$ cat src/rtl/prbs_bert_pkg.sv
package prbs_bert_pkg;

  localparam int LFSR_W = 31;
  localparam int BUS_W  = 32;

  localparam logic [2:0] A_CTRL   = 3'd0;
  localparam logic [2:0] A_CMD    = 3'd1;
  localparam logic [2:0] A_FRM_LO = 3'd2;
  localparam logic [2:0] A_FRM_HI = 3'd3;
  localparam logic [2:0] A_ERR_LO = 3'd4;
  localparam logic [2:0] A_ERR_HI = 3'd5;

  typedef struct packed {
    logic [2:0] pat;
    logic       run;
  } ctrl_t;

  // Feedback bit for the selected polynomial; s[0] is the newest bit.
  function automatic logic lfsr_fb(input logic [LFSR_W-1:0] s, input logic [2:0] pat);
    logic b;
    case (pat)
      3'd0:    b = s[6]  ^ s[5];
      3'd1:    b = s[8]  ^ s[4];
      3'd2:    b = s[10] ^ s[8];
      3'd3:    b = s[14] ^ s[13];
      3'd4:    b = s[19] ^ s[2];
      3'd5:    b = s[22] ^ s[17];
      3'd6:    b = s[28] ^ s[26];
      default: b = s[30] ^ s[27];
    endcase
    return b;
  endfunction

endpackage

$ cat src/rtl/prbs_gen.sv
module prbs_gen
  import prbs_bert_pkg::*;
#(
  parameter int WORD_W = 20
) (
  input  logic              clk,
  input  logic              rst_n,
  input  logic              en,
  input  logic [2:0]        pat,
  input  logic              inject,
  output logic              strobe,
  output logic [WORD_W-1:0] tx_word
);

  logic [LFSR_W-1:0] st_q, st_d, walk;
  logic [2:0]        pat_q;
  logic [WORD_W-1:0] tx_q, tx_d, word;
  logic              reseed;

  always_comb begin
    reseed = (pat != pat_q);
    walk   = st_q;
    word   = '0;
    for (int i = 0; i < WORD_W; i++) begin
      word[WORD_W-1-i] = lfsr_fb(walk, pat);
      walk = {walk[LFSR_W-2:0], word[WORD_W-1-i]};
    end
    st_d = st_q;
    tx_d = tx_q;
    if (reseed) begin
      st_d = '1;
    end else if (en) begin
      st_d = walk;
      tx_d = word ^ WORD_W'(inject);
    end
  end

  assign strobe  = en & ~reseed;
  assign tx_word = tx_q;

  always_ff @(posedge clk or negedge rst_n) begin
    if (!rst_n) begin
      st_q  <= '1;
      pat_q <= '0;
      tx_q  <= '0;
    end else begin
      st_q  <= st_d;
      pat_q <= pat;
      tx_q  <= tx_d;
    end
  end

endmodule

$ cat src/rtl/prbs_chk.sv
module prbs_chk
  import prbs_bert_pkg::*;
#(
  parameter int WORD_W     = 20,
  parameter int LOCK_GOOD  = 64,
  parameter int UNLOCK_BAD = 8
) (
  input  logic              clk,
  input  logic              rst_n,
  input  logic              en,
  input  logic [2:0]        pat,
  input  logic [WORD_W-1:0] rx_word,
  output logic              locked,
  output logic              pat_chg,
  output logic [WORD_W-1:0] err_vec
);

  localparam int GOOD_W = $clog2(LOCK_GOOD + 1);
  localparam int BAD_W  = $clog2(UNLOCK_BAD + 1);

  logic [LFSR_W-1:0] st_q, st_d, walk, hist;
  logic [WORD_W-1:0] expect_w;
  logic [2:0]        pat_q;
  logic              lock_q, lock_d;
  logic [GOOD_W-1:0] good_q, good_d;
  logic [BAD_W-1:0]  bad_q, bad_d;
  logic              err_any;

  always_comb begin
    walk     = st_q;
    hist     = st_q;
    expect_w = '0;
    for (int i = 0; i < WORD_W; i++) begin
      expect_w[WORD_W-1-i] = lfsr_fb(walk, pat);
      walk = {walk[LFSR_W-2:0], expect_w[WORD_W-1-i]};
      hist = {hist[LFSR_W-2:0], rx_word[WORD_W-1-i]};
    end
    pat_chg = (pat != pat_q);
    err_vec = (en && !pat_chg) ? (rx_word ^ expect_w) : '0;
    err_any = |err_vec;

    st_d   = st_q;
    lock_d = lock_q;
    good_d = good_q;
    bad_d  = bad_q;
    if (pat_chg) begin
      lock_d = 1'b0;
      good_d = '0;
      bad_d  = '0;
    end else if (en) begin
      st_d = lock_q ? walk : hist;
      if (!lock_q) begin
        if (err_any) begin
          good_d = '0;
        end else if (good_q == GOOD_W'(LOCK_GOOD - 1)) begin
          lock_d = 1'b1;
          good_d = '0;
        end else begin
          good_d = good_q + 1'b1;
        end
      end else begin
        if (!err_any) begin
          bad_d = '0;
        end else if (bad_q == BAD_W'(UNLOCK_BAD - 1)) begin
          lock_d = 1'b0;
          bad_d  = '0;
        end else begin
          bad_d = bad_q + 1'b1;
        end
      end
    end
  end

  assign locked = lock_q;

  always_ff @(posedge clk or negedge rst_n) begin
    if (!rst_n) begin
      st_q   <= '1;
      pat_q  <= '0;
      lock_q <= 1'b0;
      good_q <= '0;
      bad_q  <= '0;
    end else begin
      st_q   <= st_d;
      pat_q  <= pat;
      lock_q <= lock_d;
      good_q <= good_d;
      bad_q  <= bad_d;
    end
  end

endmodule

$ cat src/rtl/sat_cnt.sv
module sat_cnt #(
  parameter int W     = 48,
  parameter int INC_W = 5
) (
  input  logic             clk,
  input  logic             rst_n,
  input  logic             clr,
  input  logic             add_en,
  input  logic [INC_W-1:0] add,
  output logic [W-1:0]     cnt
);

  logic [W:0]   sum;
  logic [W-1:0] cnt_q, cnt_d;

  always_comb begin
    sum   = {1'b0, cnt_q} + {{(W + 1 - INC_W){1'b0}}, add};
    cnt_d = cnt_q;
    if (clr)         cnt_d = '0;
    else if (add_en) cnt_d = sum[W] ? {W{1'b1}} : sum[W-1:0];
  end

  assign cnt = cnt_q;

  always_ff @(posedge clk or negedge rst_n) begin
    if (!rst_n) cnt_q <= '0;
    else        cnt_q <= cnt_d;
  end

endmodule

$ cat src/rtl/bert_regs.sv
module bert_regs
  import prbs_bert_pkg::*;
#(
  parameter int CNT_W = 48
) (
  input  logic             clk,
  input  logic             rst_n,
  input  logic             bus_wr,
  input  logic [2:0]       bus_addr,
  input  logic [BUS_W-1:0] bus_wdata,
  output logic [BUS_W-1:0] bus_rdata,
  input  logic             locked,
  input  logic             word_strobe,
  input  logic [CNT_W-1:0] frame_cnt,
  input  logic [CNT_W-1:0] err_cnt,
  output ctrl_t            ctrl,
  output logic             clr,
  output logic             inject
);

  ctrl_t            ctrl_q, ctrl_d;
  logic             inj_q, inj_d;
  logic [CNT_W-1:0] snap_fr_q, snap_fr_d, snap_er_q, snap_er_d;
  logic             wr_ctrl, wr_cmd, snap;
  logic [63:0]      fr_w, er_w;
  logic             unused_wdata;

  assign wr_ctrl      = bus_wr && (bus_addr == A_CTRL);
  assign wr_cmd       = bus_wr && (bus_addr == A_CMD);
  assign clr          = wr_cmd & bus_wdata[0];
  assign snap         = wr_cmd & bus_wdata[1];
  assign unused_wdata = ^bus_wdata[BUS_W-1:4];

  always_comb begin
    ctrl_d    = wr_ctrl ? ctrl_t'(bus_wdata[3:0]) : ctrl_q;
    inj_d     = (wr_cmd & bus_wdata[2]) | (inj_q & ~word_strobe);
    snap_fr_d = snap ? frame_cnt : snap_fr_q;
    snap_er_d = snap ? err_cnt : snap_er_q;
  end

  assign fr_w = 64'(snap_fr_q);
  assign er_w = 64'(snap_er_q);

  always_comb begin
    case (bus_addr)
      A_CTRL:   bus_rdata = {23'd0, locked, 4'd0, ctrl_q};
      A_FRM_LO: bus_rdata = fr_w[31:0];
      A_FRM_HI: bus_rdata = fr_w[63:32];
      A_ERR_LO: bus_rdata = er_w[31:0];
      A_ERR_HI: bus_rdata = er_w[63:32];
      default:  bus_rdata = '0;
    endcase
  end

  assign ctrl   = ctrl_q;
  assign inject = inj_q;

  always_ff @(posedge clk or negedge rst_n) begin
    if (!rst_n) begin
      ctrl_q    <= '0;
      inj_q     <= 1'b0;
      snap_fr_q <= '0;
      snap_er_q <= '0;
    end else begin
      ctrl_q    <= ctrl_d;
      inj_q     <= inj_d;
      snap_fr_q <= snap_fr_d;
      snap_er_q <= snap_er_d;
    end
  end

endmodule

$ cat src/rtl/prbs_bert_top.sv
module prbs_bert_top
  import prbs_bert_pkg::*;
#(
  parameter int WORD_W      = 20,
  parameter int CNT_W       = 48,
  parameter int FRAME_WORDS = 256,
  parameter int LOCK_GOOD   = 64,
  parameter int UNLOCK_BAD  = 8
) (
  input  logic              clk,
  input  logic              rst_n,
  input  logic              bus_wr,
  input  logic [2:0]        bus_addr,
  input  logic [31:0]       bus_wdata,
  output logic [31:0]       bus_rdata,
  output logic [WORD_W-1:0] tx_word,
  input  logic [WORD_W-1:0] rx_word
);

  localparam int FW_W  = $clog2(FRAME_WORDS);
  localparam int POP_W = $clog2(WORD_W + 1);

  logic [1:0]        rst_pipe;
  logic              rst_sync_n;
  ctrl_t             ctrl;
  logic              cnt_clr, inject, word_strobe, frame_done;
  logic              chk_locked, chk_pat_chg, chk_err_any;
  logic [WORD_W-1:0] err_vec;
  logic [POP_W-1:0]  err_pop;
  logic [FW_W-1:0]   wc_q, wc_d;
  logic [CNT_W-1:0]  frame_cnt, err_cnt;

  always_ff @(posedge clk or negedge rst_n) begin
    if (!rst_n) rst_pipe <= 2'b00;
    else        rst_pipe <= {rst_pipe[0], 1'b1};
  end
  assign rst_sync_n = rst_pipe[1];

  bert_regs #(.CNT_W(CNT_W)) u_regs (
    .clk(clk), .rst_n(rst_sync_n), .bus_wr(bus_wr), .bus_addr(bus_addr),
    .bus_wdata(bus_wdata), .bus_rdata(bus_rdata), .locked(chk_locked),
    .word_strobe(word_strobe), .frame_cnt(frame_cnt), .err_cnt(err_cnt),
    .ctrl(ctrl), .clr(cnt_clr), .inject(inject)
  );

  prbs_gen #(.WORD_W(WORD_W)) u_gen (
    .clk(clk), .rst_n(rst_sync_n), .en(ctrl.run), .pat(ctrl.pat),
    .inject(inject), .strobe(word_strobe), .tx_word(tx_word)
  );

  prbs_chk #(.WORD_W(WORD_W), .LOCK_GOOD(LOCK_GOOD), .UNLOCK_BAD(UNLOCK_BAD)) u_chk (
    .clk(clk), .rst_n(rst_sync_n), .en(ctrl.run), .pat(ctrl.pat),
    .rx_word(rx_word), .locked(chk_locked), .pat_chg(chk_pat_chg), .err_vec(err_vec)
  );

  always_comb begin
    err_pop = '0;
    for (int i = 0; i < WORD_W; i++) err_pop = err_pop + POP_W'(err_vec[i]);
  end
  assign chk_err_any = |err_vec;

  // Word position inside the current frame
  always_comb begin
    wc_d       = wc_q;
    frame_done = 1'b0;
    if (cnt_clr) begin
      wc_d = '0;
    end else if (word_strobe) begin
      if (wc_q == FW_W'(FRAME_WORDS - 1)) begin
        wc_d       = '0;
        frame_done = 1'b1;
      end else begin
        wc_d = wc_q + 1'b1;
      end
    end
  end

  always_ff @(posedge clk or negedge rst_sync_n) begin
    if (!rst_sync_n) wc_q <= '0;
    else             wc_q <= wc_d;
  end

  sat_cnt #(.W(CNT_W), .INC_W(1)) u_frames (
    .clk(clk), .rst_n(rst_sync_n), .clr(cnt_clr), .add_en(frame_done),
    .add(1'b1), .cnt(frame_cnt)
  );

  sat_cnt #(.W(CNT_W), .INC_W(POP_W)) u_errors (
    .clk(clk), .rst_n(rst_sync_n), .clr(cnt_clr), .add_en(chk_locked),
    .add(err_pop), .cnt(err_cnt)
  );

endmodule

$ cat config.mk
export PLATFORM = sky130hd
export DESIGN_NAME = prbs_bert_top
export DESIGN_NICKNAME = d
export VERILOG_FILES = /design/src/rtl/prbs_bert_pkg.sv /design/src/rtl/prbs_gen.sv /design/src/rtl/prbs_chk.sv /design/src/rtl/sat_cnt.sv /design/src/rtl/bert_regs.sv /design/src/rtl/prbs_bert_top.sv
export SDC_FILE = /design/constraint.sdc
export NUM_CORES = 1
export LEC_CHECK = 0
export BUFFER_PORTS_ARGS = -buffer_cell sky130_fd_sc_hd__buf_2
export CAP_MARGIN = 15
export CORE_MARGIN = 2
export CORE_UTILIZATION = 57
export DETAILED_ROUTE_END_ITERATION = 10
export PLACE_DENSITY = 0.82
export SLEW_MARGIN = 30
export SYNTH_ARGS = -nofsm -noshare
export SYNTH_HDL_FRONTEND = slang
export SYNTH_SLANG_ARGS = --single-unit
export TNS_END_PERCENT = 20
$ cat constraint.sdc
create_clock -name clk -period 8.8 [get_ports clk]
set_input_delay 0.88 -clock clk [delete_from_list [all_inputs] [get_ports clk]]
set_output_delay 0.88 -clock clk [all_outputs]
set_load 0.005 [all_outputs]
==> impl.org <==
** Run status
- Result of the run :: finished with violations
- The checks that failed: DRC, setup timing.

** Worst setup path
- Setup slack on the worst reg-to-reg path comes out at -490 ps.
- Data on the critical path is required at its endpoint by 9230 ps.
- Critical path launch point type :: flip-flop
- In this run the critical register-to-register path is captured at u_errors.cnt[45].
- The largest single stage delay on the critical path is 540 ps.
- Critical Path Sink Type :: flip-flop
- Among all stages on the critical path, the largest delay is contributed by sky130_fd_sc_hd__fa_1.
- Launching point of the worst reg2reg path :: u_regs.ctrl[3]
- Most used cell, CP :: sky130_fd_sc_hd__fa_1
- Maximum fanout count along the critical path :: 5
- Startpoint-to-endpoint class of the critical path :: flip-flop to flip-flop
- Worst r2r path cells :: 40
- STA puts the critical path data arrival time at approximately 9700 ps.

** Detailed routing
- After the first detailed-routing iteration, the DRC count stood at 2,083.
- In the routed layout, each cell is associated on average with a via count of 6.54.
- Remaining DRCs :: 2
- Number of detailed-route iterations in the first pass :: 11
- Amount of wire on met3 after detailed routing :: 6.37 mm
- Total met2 wirelength after detailed routing :: 34.6 mm
- Remaining antenna violation count :: 0
- After detailed routing, the average wire length per cell comes to 24.5 um.
- The final layout contains routed wiring with a total length of about 74 mm.
- The final route contains 19,692 vias.
- After detailed routing, the wire length on met1 is 29.3 mm.
- Top routing layer in use :: met4

** STA
- Minimum setup slack in the final design :: -491 ps
- For this run, the top clock speed supported by timing is 108 MHz.
- After layout, the worst path uses 106% of the clock period.
- The final count of pins violating max slew was 0.
- Post-Route Skew :: 42.1 ps
- Sum of negative setup slack :: -15,280 ps
- Counting I/O delays and the setup requirement, the final critical path takes approximately 9300 ps.
- Max transition margin :: about a third
- Actual transition at the worst max-transition pin :: 1010 ps
- Total count of hold-check failures in the final report :: 0
- Number of setup violations in the final report :: 48
- RSZ-0062 raised after global routing :: true

** CTS
- Clock tree synthesis found a total of 304 sinks.
- Longest Clk Path Bufs :: 3
- H-tree levels :: 2
- Clock tree from TritonCTS :: built
- Root buf cell :: sky130_fd_sc_hd__clkbuf_16
- Clk Latency, worst-skew pair :: 560 ps
- In this run, post-CTS hold repair placed 0 buffers.
- The number of clock buffers added by TritonCTS is 35.
- Clock-pin transition on the worst setup and hold timing paths :: 60 ps

** Hold path
- Path category of the worst min-delay check :: primary input to async pin

** Floorplanning
- Measured along the x axis, the die boundary spans 194 um.
- The region available for standard cell placement spans around 0.036 mm^2.
- The floorplan has 69 rows.
- Die ar. :: ~0.038 mm^2
- In this run the count of I/O pins placed on the die edge is 110.
- Effective utilization at floorplan :: 57.9%
- DIE HEIGHT :: just under 200 um

** Synthesis
- Share of synthesized flip-flops with an asynchronous set or reset :: 100%
- Synthesis-stage register bit count :: 304
- Synthesis produced a netlist with a net count of 2,395.
- Post-synthesis average cell area :: between 8 and 9 um^2
- Top cells by area, synth :: sky130_fd_sc_hd__dfrtp_1 (29%), sky130_fd_sc_hd__dfstp_2 (7.9%), sky130_fd_sc_hd__xnor2_1 (7.1%), sky130_fd_sc_hd__mux2_2 (5.2%), sky130_fd_sc_hd__nand2_1 (4.5%)
- The synthesized design devotes to its leading area cell type 29.3% of total area.
- The cell count after synthesis came out at roughly 2,300.
- Register area share after synthesis :: 37.2%
- Synth area leader :: sky130_fd_sc_hd__dfrtp_1
- In the synthesized netlist the dominant register cell turns out to be sky130_fd_sc_hd__dfrtp_1.
- Post-synthesis instance area :: 0.0207 mm^2
- Number of synthesized flops with an enable pin :: 0
- Warnings from Yosys :: 0
- The number of different library cells used by synthesis comes to 97.

** Placement
- Detailed placement finished with a half-perimeter wire length of 51.0 mm.
- Counting tap cells, the placed design contains a total of slightly below 3,000 instances.
- Quantity of I/O buffers inserted on ports :: 81
- At the end of routability-driven placement, the weighted congestion stood at just under 1.

** Global routing
- Grt ovf :: 0
- Wire length of the first global-routing pass :: 112 mm
- The number of antenna violations at the first check in global routing is 2.
- Entering global routing, the biggest net connects roughly 150 pins.
- Total Routing Usage GR :: 38.1%
- Number of global-route vias before repair :: around 19,000

** Pwr
- Peak ir drop on the vdd network :: 230 uV
- For this design the ratio of total power to cell area is 337 mW/mm^2.
- Summed over all cells, the static leakage comes to between 10 and 15 nW.
- Overall Power :: 8.39 mW

** Final layout
- Commonest cells after routing, fill and taps aside :: sky130_fd_sc_hd__buf_4 (264), sky130_fd_sc_hd__dfrtp_1 (236), sky130_fd_sc_hd__nand2_1 (234), sky130_fd_sc_hd__xnor2_1 (166), sky130_fd_sc_hd__nor2_1 (152)
- At the end of the flow the core is filled with cells to 69.8%.
- Excluding fillers, the count of instances in the completed layout stands at around 3,000.
- Final Net Count :: 2,615
- Leaving out fill and tap cells, the most frequent cell in the layout is sky130_fd_sc_hd__buf_4.
- Area growth from synthesis to layout :: 20.5%
- Cells with a size suffix above 1 make up 28.4% of the layout.

** Flow run
- Max-Cap Viols :: 0
metrics by stage:
step	cell area (um^2)	hold slack (ps)	setup slack (ps)
after floorplan	20800	331	-32.9
after global placement	23000	338	-672
after detailed placement	23000	337	-755
after CTS	24500	99.7	-421
after global routing	24900	102	-934
final	24900	102	-491
layout make-up:
class	count	area, um^2
Timing Repair Buffer	371	2750
Tap cell	461	577
Fill cell	2658	10800
Multi-Input combinational cell	1771	12600
Sequential cell	304	7690
Inverter	42	158
Clock inverter	8	134
Clock buffer	55	1020
Antenna cell	1	2.50
how the worst max path moves through the flow:
stage,startpoint,slack (ps),to,depth (start not counted)
5_1_grt,u_regs.ctrl[2],-930,u_errors.cnt[45],41
6_report,u_regs.ctrl[3],-490,u_errors.cnt[45],40
4_1_cts,u_regs.ctrl[2],-420,u_errors.cnt[13],39
2_1_floorplan,u_regs.ctrl[1],-30,u_errors.cnt[13],38
3_3_place_gp,u_regs.ctrl[3],-670,u_errors.cnt[13],37
3_5_place_dp,u_regs.ctrl[3],-750,u_errors.cnt[41],36
kinds of logic (layout without fill, tap and decap cells):
logic type,Yosys count,after routing,share of synthesized area (%)
flip-flops,304,304,37.2
AO/OA/AOI/OAI,579,579,18.7
buffers and inverters,230,476,4.59
other,1,2,0.0182
AND/OR/NAND/NOR,719,719,16.7
adder cells (fa/ha/maj),32,32,2.48
XOR/XNOR,268,268,11.4
multiplexers,172,172,8.92
metal layers:
layer / global-route usage (%) / up-vias
li1: - / 8697
met1: 50.8 / 9724
met2: 62.1 / 1066
met3: 6.21 / 205
met4: 16.0 / 0
met5: 0 / -
state kept, by name, summed over array words and instances, names as in the netlist, 2 cells and up:
signal,flops
u_gen.tx_word,20
u_frames.cnt,48
u_chk.pat_q,3
u_regs.snap_fr_q,48
u_regs.ctrl,4
u_regs.snap_er_q,48
rst_pipe,2
u_errors.cnt,48
wc_q,8
u_chk.st_q,31
u_chk.good_q,7
u_gen.st_q,31
u_chk.bad_q,4
worst max-delay path: cells and delay by family, from the launching register on:
family                     cells  cell delay [ps]
AOI/OAI and AO/OA             13             2660
xor gates and xnor gates       2              230
adders and majority gates      6             2740
buffers and inverters          5              390
DFF                            1              420
muxes                          2              640
and+or+nand+nor               12             2070
synthesized netlist by cell type (6+ instances only):
cell                         n
sky130_fd_sc_hd__or3_1      16
sky130_fd_sc_hd__a21oi_1   125
sky130_fd_sc_hd__nor3_1     54
sky130_fd_sc_hd__or4_1       6
sky130_fd_sc_hd__buf_2      13
sky130_fd_sc_hd__nor2_1    161
sky130_fd_sc_hd__and3_1     44
sky130_fd_sc_hd__dfrtp_1   242
sky130_fd_sc_hd__nor2b_1     9
sky130_fd_sc_hd__o211ai_1    9
sky130_fd_sc_hd__and4_1      8
sky130_fd_sc_hd__nand3b_1    8
sky130_fd_sc_hd__or2_2       8
sky130_fd_sc_hd__o21ai_0   145
sky130_fd_sc_hd__clkbuf_1  127
sky130_fd_sc_hd__xnor2_1   168
sky130_fd_sc_hd__a41oi_1     7
sky130_fd_sc_hd__mux2_2     95
sky130_fd_sc_hd__ha_1       17
sky130_fd_sc_hd__nand2b_1   10
sky130_fd_sc_hd__a211oi_1   27
sky130_fd_sc_hd__and2_1     20
sky130_fd_sc_hd__a211o_1    11
sky130_fd_sc_hd__nor4_1     10
sky130_fd_sc_hd__a221o_1     7
sky130_fd_sc_hd__o21a_1      7
sky130_fd_sc_hd__dfstp_2    62
sky130_fd_sc_hd__a311oi_1   25
sky130_fd_sc_hd__nand2_1   248
sky130_fd_sc_hd__mux2i_1    75
sky130_fd_sc_hd__buf_1      37
sky130_fd_sc_hd__buf_6       8
sky130_fd_sc_hd__o22ai_1    46
sky130_fd_sc_hd__o221ai_1   20
sky130_fd_sc_hd__nand3_1    67
sky130_fd_sc_hd__a31oi_1    32
sky130_fd_sc_hd__inv_1      39
sky130_fd_sc_hd__nand4_1    17
sky130_fd_sc_hd__fa_1       15
sky130_fd_sc_hd__o31ai_1     6
sky130_fd_sc_hd__xor2_1    100
sky130_fd_sc_hd__a21o_1     10
sky130_fd_sc_hd__a22oi_1    32
sky130_fd_sc_hd__nor3b_1     6
sky130_fd_sc_hd__a221oi_1    8
timing repair:
| item | CTS | global route |
|---|---|---|
| setup endpoints to repair | 48 | 48 |
| gates resized for setup | 51 | 70 |
| pin swaps | 30 | 49 |
| buffers inserted | 18 | 11 |
power breakdown:
group | leakage (nW) | internal, mW | switching, mW
registers | 3.88 | 1.70 | 0.325
clock network | 0.560 | 0.864 | 0.612
logic | 6.50 | 2.22 | 2.67
(Power assumes the default switching activity.)
